`src/rtl/hbus_pkg.sv`:
```
package hbus_pkg;
  localparam int LANES = 4;

  typedef enum logic [1:0] {
    ACC_NONE = 2'd0,
    ACC_BYTE = 2'd1,
    ACC_HALF = 2'd2,
    ACC_WORD = 2'd3
  } acc_width_e;

  // aligned byte, half or full-word mask only
  function automatic logic mask_legal(input logic [LANES-1:0] m);
    int unsigned n;
    n = $countones(m);
    if (n == 1) return 1'b1;
    if (n == 2) return (m == 4'b0011) || (m == 4'b1100);
    if (n == LANES) return 1'b1;
    return 1'b0;
  endfunction

  function automatic acc_width_e mask_width(input logic [LANES-1:0] m);
    case ($countones(m))
      1: return ACC_BYTE;
      2: return ACC_HALF;
      4: return ACC_WORD;
      default: return ACC_NONE;
    endcase
  endfunction
endpackage

```
`src/rtl/hbus_strobe_latch.sv`:
```
module hbus_strobe_latch #(
  parameter int ADDR_W = 16,
  parameter int LANES  = 4
) (
  input  logic              clk_i,
  input  logic              rst_ni,
  input  logic              ads_ni,
  input  logic              aen_i,
  input  logic [ADDR_W-1:1] addr_i,
  input  logic [LANES-1:0]  be_ni,
  output logic              ads_q_o,
  output logic              aen_q_o,
  output logic [ADDR_W-1:1] addr_q_o,
  output logic [LANES-1:0]  be_q_o
);
  logic cap;

  assign cap = ads_ni & ~ads_q_o;

  always_ff @(posedge clk_i or negedge rst_ni) begin
    if (!rst_ni) begin
      ads_q_o  <= 1'b1;  // no phantom edge out of reset
      aen_q_o  <= 1'b1;
      addr_q_o <= '0;
      be_q_o   <= '1;
    end else begin
      ads_q_o <= ads_ni;
      if (cap) begin
        aen_q_o  <= aen_i;
        addr_q_o <= addr_i;
        be_q_o   <= be_ni;
      end
    end
  end
endmodule

```
`src/rtl/hbus_base_cmp.sv`:
```
module hbus_base_cmp #(
  parameter int CMP_W = 12
) (
  input  logic             aen_i,
  input  logic [CMP_W-1:0] addr_hi_i,
  input  logic [CMP_W-1:0] base_i,
  output logic             match_o
);
  assign match_o = ~aen_i & (addr_hi_i == base_i);
endmodule

```
`src/rtl/hbus_lane_dec.sv`:
```
module hbus_lane_dec
  import hbus_pkg::*;
(
  input  logic             wide_i,
  input  logic [LANES-1:0] be_ni,
  output logic [LANES-1:0] mask_o,
  output logic [1:0]       width_o,
  output logic             legal_o
);
  localparam int HALF = LANES / 2;

  logic [LANES-1:0] be_eff;

  for (genvar k = 0; k < LANES; k++) begin : g_lane
    if (k < HALF) begin : g_low
      assign be_eff[k] = be_ni[k];
    end else begin : g_high
      assign be_eff[k] = be_ni[k] | ~wide_i;  // unconnected in narrow mode
    end
  end

  assign mask_o  = ~be_eff;
  assign legal_o = mask_legal(mask_o);
  assign width_o = mask_width(mask_o);
endmodule

```
`src/rtl/hbus_decode.sv`:
```
module hbus_decode
  import hbus_pkg::*;
#(
  parameter int ADDR_W  = 16,
  parameter int BLK_LSB = 4,
  localparam int BASE_W = ADDR_W - BLK_LSB,
  localparam int OFF_W  = BLK_LSB - 1
) (
  input  logic              clk_i,
  input  logic              rst_ni,
  input  logic              wide_mode_i,
  input  logic              base_we_i,
  input  logic [BASE_W-1:0] base_wdata_i,
  input  logic              ads_ni,
  input  logic              aen_i,
  input  logic [ADDR_W-1:1] addr_i,
  input  logic [LANES-1:0]  be_ni,
  input  logic              dcs_ni,
  output logic              local_dev_no,
  output logic              hit_o,
  output logic              dreg_o,
  output logic [OFF_W-1:0]  reg_off_o,
  output logic [LANES-1:0]  lane_o,
  output logic [1:0]        width_o,
  output logic              be_err_o
);
  logic [BASE_W-1:0] base_q;
  logic              ads_q;
  logic              aen_q;
  logic [ADDR_W-1:1] addr_q;
  logic [LANES-1:0]  be_q;
  logic              match_live, match_lat;
  logic [LANES-1:0]  mask_raw;
  logic [1:0]        width_raw;
  logic              legal;
  logic              force_dreg;
  logic              lane_ok;

  always_ff @(posedge clk_i or negedge rst_ni) begin
    if (!rst_ni)        base_q <= '0;
    else if (base_we_i) base_q <= base_wdata_i;
  end

  hbus_strobe_latch #(.ADDR_W(ADDR_W), .LANES(LANES)) u_latch (
    .clk_i   (clk_i),
    .rst_ni  (rst_ni),
    .ads_ni  (ads_ni),
    .aen_i   (aen_i),
    .addr_i  (addr_i),
    .be_ni   (be_ni),
    .ads_q_o (ads_q),
    .aen_q_o (aen_q),
    .addr_q_o(addr_q),
    .be_q_o  (be_q)
  );

  hbus_base_cmp #(.CMP_W(BASE_W)) u_cmp_live (
    .aen_i    (aen_i),
    .addr_hi_i(addr_i[ADDR_W-1:BLK_LSB]),
    .base_i   (base_q),
    .match_o  (match_live)
  );

  hbus_base_cmp #(.CMP_W(BASE_W)) u_cmp_lat (
    .aen_i    (aen_q),
    .addr_hi_i(addr_q[ADDR_W-1:BLK_LSB]),
    .base_i   (base_q),
    .match_o  (match_lat)
  );

  hbus_lane_dec u_lane (
    .wide_i (wide_mode_i),
    .be_ni  (be_q),
    .mask_o (mask_raw),
    .width_o(width_raw),
    .legal_o(legal)
  );

  assign local_dev_no = ~match_live;
  assign force_dreg   = wide_mode_i & ~dcs_ni;
  assign lane_ok      = match_lat & legal;

  assign dreg_o    = force_dreg;
  assign hit_o     = force_dreg | match_lat;
  assign reg_off_o = addr_q[BLK_LSB-1:1];
  assign lane_o    = force_dreg ? '1 : (lane_ok ? mask_raw : '0);
  assign width_o   = force_dreg ? 2'(ACC_WORD) : (lane_ok ? width_raw : 2'(ACC_NONE));
  assign be_err_o  = ~force_dreg & match_lat & ~legal;
endmodule

```
`config.mk`:
```
export PLATFORM = sky130hd
export DESIGN_NAME = hbus_decode
export DESIGN_NICKNAME = d
export VERILOG_FILES = /design/src/rtl/hbus_pkg.sv /design/src/rtl/hbus_strobe_latch.sv /design/src/rtl/hbus_base_cmp.sv /design/src/rtl/hbus_lane_dec.sv /design/src/rtl/hbus_decode.sv
export SDC_FILE = /design/constraint.sdc
export NUM_CORES = 1
export LEC_CHECK = 0
export CAP_MARGIN = 10
export CELL_PAD_IN_SITES_DETAIL_PLACEMENT = 1
export CELL_PAD_IN_SITES_GLOBAL_PLACEMENT = 2
export CORE_UTILIZATION = 30
export DETAILED_ROUTE_END_ITERATION = 6
export PLACE_DENSITY = 0.87
export RECOVER_POWER = 50
export SYNTH_ARGS = -nofsm -noshare
export SYNTH_HDL_FRONTEND = slang
export SYNTH_SLANG_ARGS = --single-unit
```
`constraint.sdc`:
```
create_clock -name clk_i -period 3.43 [get_ports clk_i]
set_clock_uncertainty 0.2 [all_clocks]
set_input_delay 0.343 -clock clk_i [delete_from_list [all_inputs] [get_ports clk_i]]
set_output_delay 0.343 -clock clk_i [all_outputs]
set_load 0.05 [all_outputs]
```
# Yosys cells after proc, flatten, opt, wreduce, memory -nomap -nowiden
# Cells that the tools add are included.
# word_totals
word_cells	52
in_bits	38
output_inout_bits	13
ff_bits	33
# classes
n_reduce_logical	1
mux	17
add_sub_neg	3
eq_ne	7
n_bitwise	19
# ops
operator	count
$add A32 B32 Y32	1
$eq A32 B1 Y1 const B	1
$eq A32 B2 Y1 const B	1
$eq A32 B3 Y1 const B	1
$eq A12 B12 Y1	2
$mux W1	12
$mux W4	2
$not A1 Y1	8
$and A1 B1 Y1	7
$pmux W2 S3	1
$add A1 B1 Y2	2
$eq A4 B2 Y1 const B	1
$eq A4 B4 Y1 const B	1
$mux W2	2
$not A4 Y4	1
$or A1 B1 Y1	3
$logic_or A1 B1 Y1	1

# Logic depth before layout (Yosys ltp)
# depth
depth_word	16
depth_mapped	9
ltp_nobuf	9

# Modules after synthesis
# From an unflattened synthesis, not the netlist that was laid out.
# unflattened
cells_unflattened	138
area_unflattened_um2	1878.1
# by_module_without_submodules
module	n_inst	seq_area_each_um2	cells_each	area_per_inst_um2
hbus_strobe_latch	1	533.0	44	869.6
hbus_decode	1	300.3	38	575.6
hbus_base_cmp	2	0.0	17	135.1
hbus_lane_dec	1	0.0	22	162.7

# Worst setup path before layout
# OpenSTA, ideal clock, no wires.
# synth_timing
path_type	register to output
from	register u_latch.be_q_o[2]
to	output port lane_o[0]
required_ns	2.887
arrival_time_ns	3.055
path_stages_with_launch	9
path_slack_ns	-0.168
path_buffers	0
cell_sequence	dfstp_2 -> nand2b_1 -> ha_1 -> ha_1 -> inv_1 -> fa_1 -> nor2_1 -> a32oi_1 -> o31ai_1
# synth_via
elab_chain_cells	14
word_cells_on_any_way	24
cone_classes	2 x add/sub; 5 x eq/ne; 13 x mux; 3 x bitwise; 1 x reduce/logical
# synth_lines
element	line_no	source
from (decl)	hbus_strobe_latch.sv:14	output logic [LANES-1:0] be_q_o
from (signal assigned)	hbus_strobe_latch.sv:31	be_q_o <= be_ni;
$or A1 B1 Y1 (*)	hbus_lane_dec.sv:18	assign be_eff[k] = be_ni[k] | ~wide_i;
$not A4 Y4 (*)	hbus_lane_dec.sv:22	assign mask_o = ~be_eff;
$add A1 B1 Y2 (not written as such)	hbus_pkg.sv:14	n = $countones(m);
$add A32 B32 Y32 (not written as such)	hbus_pkg.sv:14	
$eq A32 B3 Y1	hbus_pkg.sv:17	if (n == LANES) return 1'b1;
$mux W1 (2 in a row)	hbus_pkg.sv:17	
$mux W1	hbus_pkg.sv:16	if (n == 2) return (m == 4'b0011) || (m == 4'b1100);
$mux W1	hbus_pkg.sv:18	return 1'b0;
$mux W1	hbus_pkg.sv:17	
$mux W1 (*)	hbus_pkg.sv:16	
$and A1 B1 Y1 (*)	hbus_decode.sv:81	assign lane_ok = match_lat & legal;
$mux W4 (*) (2 in a row)	hbus_decode.sv:86	assign lane_o = force_dreg ? '1 : (lane_ok ? mask_raw : '0);
to (decl)	hbus_decode.sv:23	output logic [LANES-1:0] lane_o,
# Every way passes the cells marked *; elsewhere a longest branch is shown, timed or not. The select of a mux whose other input is x is not followed.

# Final worst setup path
# layout_timing
from	register u_latch.be_q_o[0]
to	output port be_err_o
# layout_via
elab_chain_cells	12
word_cells_on_any_way	22
cone_classes	2 x add/sub; 5 x eq/ne; 11 x mux; 3 x bitwise; 1 x reduce/logical
# layout_lines
element	line_no	source
$not A4 Y4 (*)	hbus_lane_dec.sv:22	
$add A1 B1 Y2 (not written as such)	hbus_pkg.sv:14	
$add A32 B32 Y32 (not written as such)	hbus_pkg.sv:14	
$eq A32 B3 Y1	hbus_pkg.sv:17	
$mux W1 (2 in a row)	hbus_pkg.sv:17	
$mux W1	hbus_pkg.sv:16	
$mux W1	hbus_pkg.sv:18	
$mux W1	hbus_pkg.sv:17	
$mux W1 (*)	hbus_pkg.sv:16	
$not A1 Y1 (*)	hbus_decode.sv:88	assign be_err_o = ~force_dreg & match_lat & ~legal;
$and A1 B1 Y1 (*)	hbus_decode.sv:88	
to (decl)	hbus_decode.sv:25	output logic be_err_o
# Marked as above.

==> impl_metrics.json <==
{
  "die_y_um": 78,
  "tightest_slew_ns": 1.78,
  "track_usage_pct": 14.4,
  "power_switching_uw": 345,
  "vias_per_cell": 4.66,
  "hold-worst-slack_ns": 0.307,
  "nets": 244,
  "fin_ws_ns": 0.119,
  "syn-num-nets": 186,
  "cts_tree": "done",
  "yosys-top-cells-area": "dfrtp_1 (39%), mux2_2 (19%), dfstp_2 (9.1%)",
  "synthMuxAreaShare_pct": 19.5,
  "row_count": 27,
  "maxCapViolCount": 1,
  "synth_flop_cell": "dfrtp_1",
  "internal_power_uw": 871,
  "die_w_um": 78,
  "gp_congestion": 0.720,
  "status": "finished with violations",
  "peakVddDrop_mv": 0.372,
  "pin_count": 51,
  "numPortBuffers": 50,
  "finalCriticalPeriod_ns": 3.31,
  "dp_hpwl_um": 2850,
  "required_ns": 2.89,
  "grt_pass1_vias": 1383,
  "worstSetupEndpointType": "output pin",
  "initial_core_util_pct": 31.3,
  "finalHoldViolations": 0,
  "maxSlewHeadroom_pct": -18.4,
  "slowest_stage": "fa_2",
  "synth_commonest_cells": "mux2_2 (30), dfrtp_1 (27), xor2_1 (17), inv_1 (9), xnor2_1 (8)",
  "critPathTopFamily": "adder cells",
  "cp_num_buf_inv": 3,
  "clk_pin_slew_ns": 0.06,
  "yosys_register_bits": 33,
  "cts_buffers": 5,
  "slowest_delay_ns": 0.60,
  "post-route-period-util_pct": 96.5,
  "synth.distinct_cells": 26,
  "antennaDiodeCount": 0,
  "hold_path.class": "flop to flop",
  "violations": "capacitance limit, slew limit",
  "max_freq_mhz": 302,
  "grt_max_degree": 34,
  "synth_compound_area_share_pct": 4.33,
  "p_sw_share_pct": 28.4,
  "cpMostUsedCell": "nor2_2",
  "synth_top_family_by_area": "multiplexers",
  "clk_latency_ns": 0.28,
  "cts-hold-fix-buffers": 0,
  "vias": 1273,
  "powerDensity_mw_per_mm2": 468,
  "yosysTopAreaCellShare_pct": 39.0,
  "ant_nets": 0,
  "grt_setup_unrepaired": "yes",
  "cts_num_sinks": 33,
  "syn_area_mm2": 0.00173,
  "drt_iter0_drc": 21,
  "seq_area_frac_synth_pct": 48.1,
  "p_leak_uw": 0.00109,
  "cts-root-buf": "clkbuf_8",
  "finalSetupViolCount": 0,
  "area_growth_pct": 50.0,
  "worstSetupStartpointType": "flop",
  "htree_levels": 2,
  "comb_power_share_pct": 29.7,
  "drive_above_1_share_pct": 35.3,
  "synthSimpleGateAreaFrac_pct": 6.50,
  "synth.most_common_cell": "mux2_2",
  "synth_edf_count": 0,
  "routed_wl_um": 3780,
  "synth_cells": 142,
  "yosys.area_share.adder_pct": 4.77,
  "drc": 0,
  "coreArea_mm2": 0.00554,
  "die_area_mm2": 0.00608,
  "pre_cts_ws_ns": -0.0791,
  "first_pass_iters": 4,
  "grt_pass1_wl_um": 6600,
  "arrival_ns": 2.77,
  "async_flop_share_pct": 100,
  "clockBufferDepth": 2,
  "synth-xor-area-share_pct": 12.6,
  "worstSetupPathType": "flop to output pin",
  "antenna_found_initial": 0,
  "clkPwrFrac_pct": 30.6,
  "path_cells": "inv_2 > ha_4 > ha_2 > inv_1 > fa_2 > nor2_2 > a32oi_4 > nand2_1 > nor2_2 > buf_12",
  "yosys_warnings": 0,
  "grt_overflow": 0,
  "routedWlPerCell_um": 13.8,
  "cp_max_fo": 5,
  "drv_slew": 34,
  "synth.largest_area_cell": "dfrtp_1",
  "seqPwrFrac_pct": 39.7,
  "postSynthAreaPerCell_um2": 12.2
}
## logic make-up (layout without fill, tap and decap cells)
family	Yosys count	in the layout
multiplexers	30	30
AO/OA/AOI/OAI	11	11
flip-flops	33	33
adder cells (fa/ha/maj)	6	6
XOR/XNOR	25	25
buffers and inverters	16	75
AND/OR/NAND/NOR	21	21
## final timing paths
kind,from,end,slack (ns),depth (start not counted)
max,u_latch.be_q_o[0],be_err_o,0.12,10
min reg2reg,u_latch.addr_q_o[3],u_latch.addr_q_o[3],0.31,1
min in group asynchronous,rst_ni,u_latch.addr_q_o[3],0.87,2
min,u_latch.addr_q_o[3],u_latch.addr_q_o[3],0.31,1
max reg2reg,u_latch.ads_q_o,u_latch.addr_q_o[12],1.33,3
max in group asynchronous,rst_ni,base_q[7],1.14,2
## per-stage QoR
| stage | TNS [ns] | utilization (%) | power, µW | instances | instance area (µm²) |
|---|---|---|---|---|---|
| 6_report | 0 | 46.9 | 1220 | 273 | 2600 |
| 5_1_grt | -0.0514 | 46.9 | 1290 | 273 | 2600 |
| 4_1_cts | 0 | 45.6 | 1200 | 270 | 2520 |
| 3_5_place_dp | -0.118 | 43.2 | 804 | 262 | 2390 |
| 3_3_place_gp | 0 | 43.2 | 796 | 262 | 2390 |
| 2_1_floorplan | -0.776 | - | 683 | 142 | 1730 |
## power groups by stage
stage | Sequential, µW | Combinational [µW] | Clock [µW]
global placement | 488 | 307 | 0
floorplan | 481 | 203 | 0
detailed placement | 491 | 314 | 0
CTS | 484 | 325 | 387
global route | 491 | 395 | 409
finish | 483 | 361 | 372
## flip-flops by register name, summed over array words and instances (netlist names)
name,flops
base_q,12
u_latch.addr_q_o,15
u_latch.ads_q_o,1
u_latch.aen_q_o,1
u_latch.be_q_o,4
## final cells by class
cell class                 instances  area [µm²]
clock buffer                       7        86.3
multi-input combinational         93         901
clock inverter                     1        30.0
tap                               72        90.1
timing repair buffer              58         626
sequential                        33         833
inverter                           9        33.8
fill                             621        2940
## layer usage
layer / GRT usage, % / share of wire, % / vias to the layer above
met5: 0 / 0 / -
met4: 5.93 / 1.6 / 0
met3: 4.35 / 5.4 / 8
met2: 23.9 / 51 / 42
met1: 17.4 / 42 / 622
li1: - / - / 601
## placed cells by master, fill, tap and decap left out, types with 2 or more instances in the layout
cell type	instances
buf_12	7
buf_4	7
clkbuf_1	3
clkbuf_8	6
clkdlybuf4s50_1	38
dfrtp_1	27
dfstp_2	6
dlygate4sd3_1	2
dlymetal6s2s_1	2
ha_1	3
inv_1	7
inv_2	2
mux2_2	30
nand2_1	5
nand2b_4	2
nand4_1	3
nor2_2	2
nor4_1	3
o21ai_0	3
o31ai_1	2
o31ai_2	3
xnor2_1	8
xor2_1	17
## what timing repair did
| item | CTS | global route |
|---|---|---|
| buffers inserted | 0 | 3 |
| endpoints found under the setup margin | 3 | 6 |
| resized for setup | 3 | 13 |
| gates cloned | 0 | 0 |
| pin swaps | 1 | 6 |
Note: power is estimated with default switching activity, not from simulation.
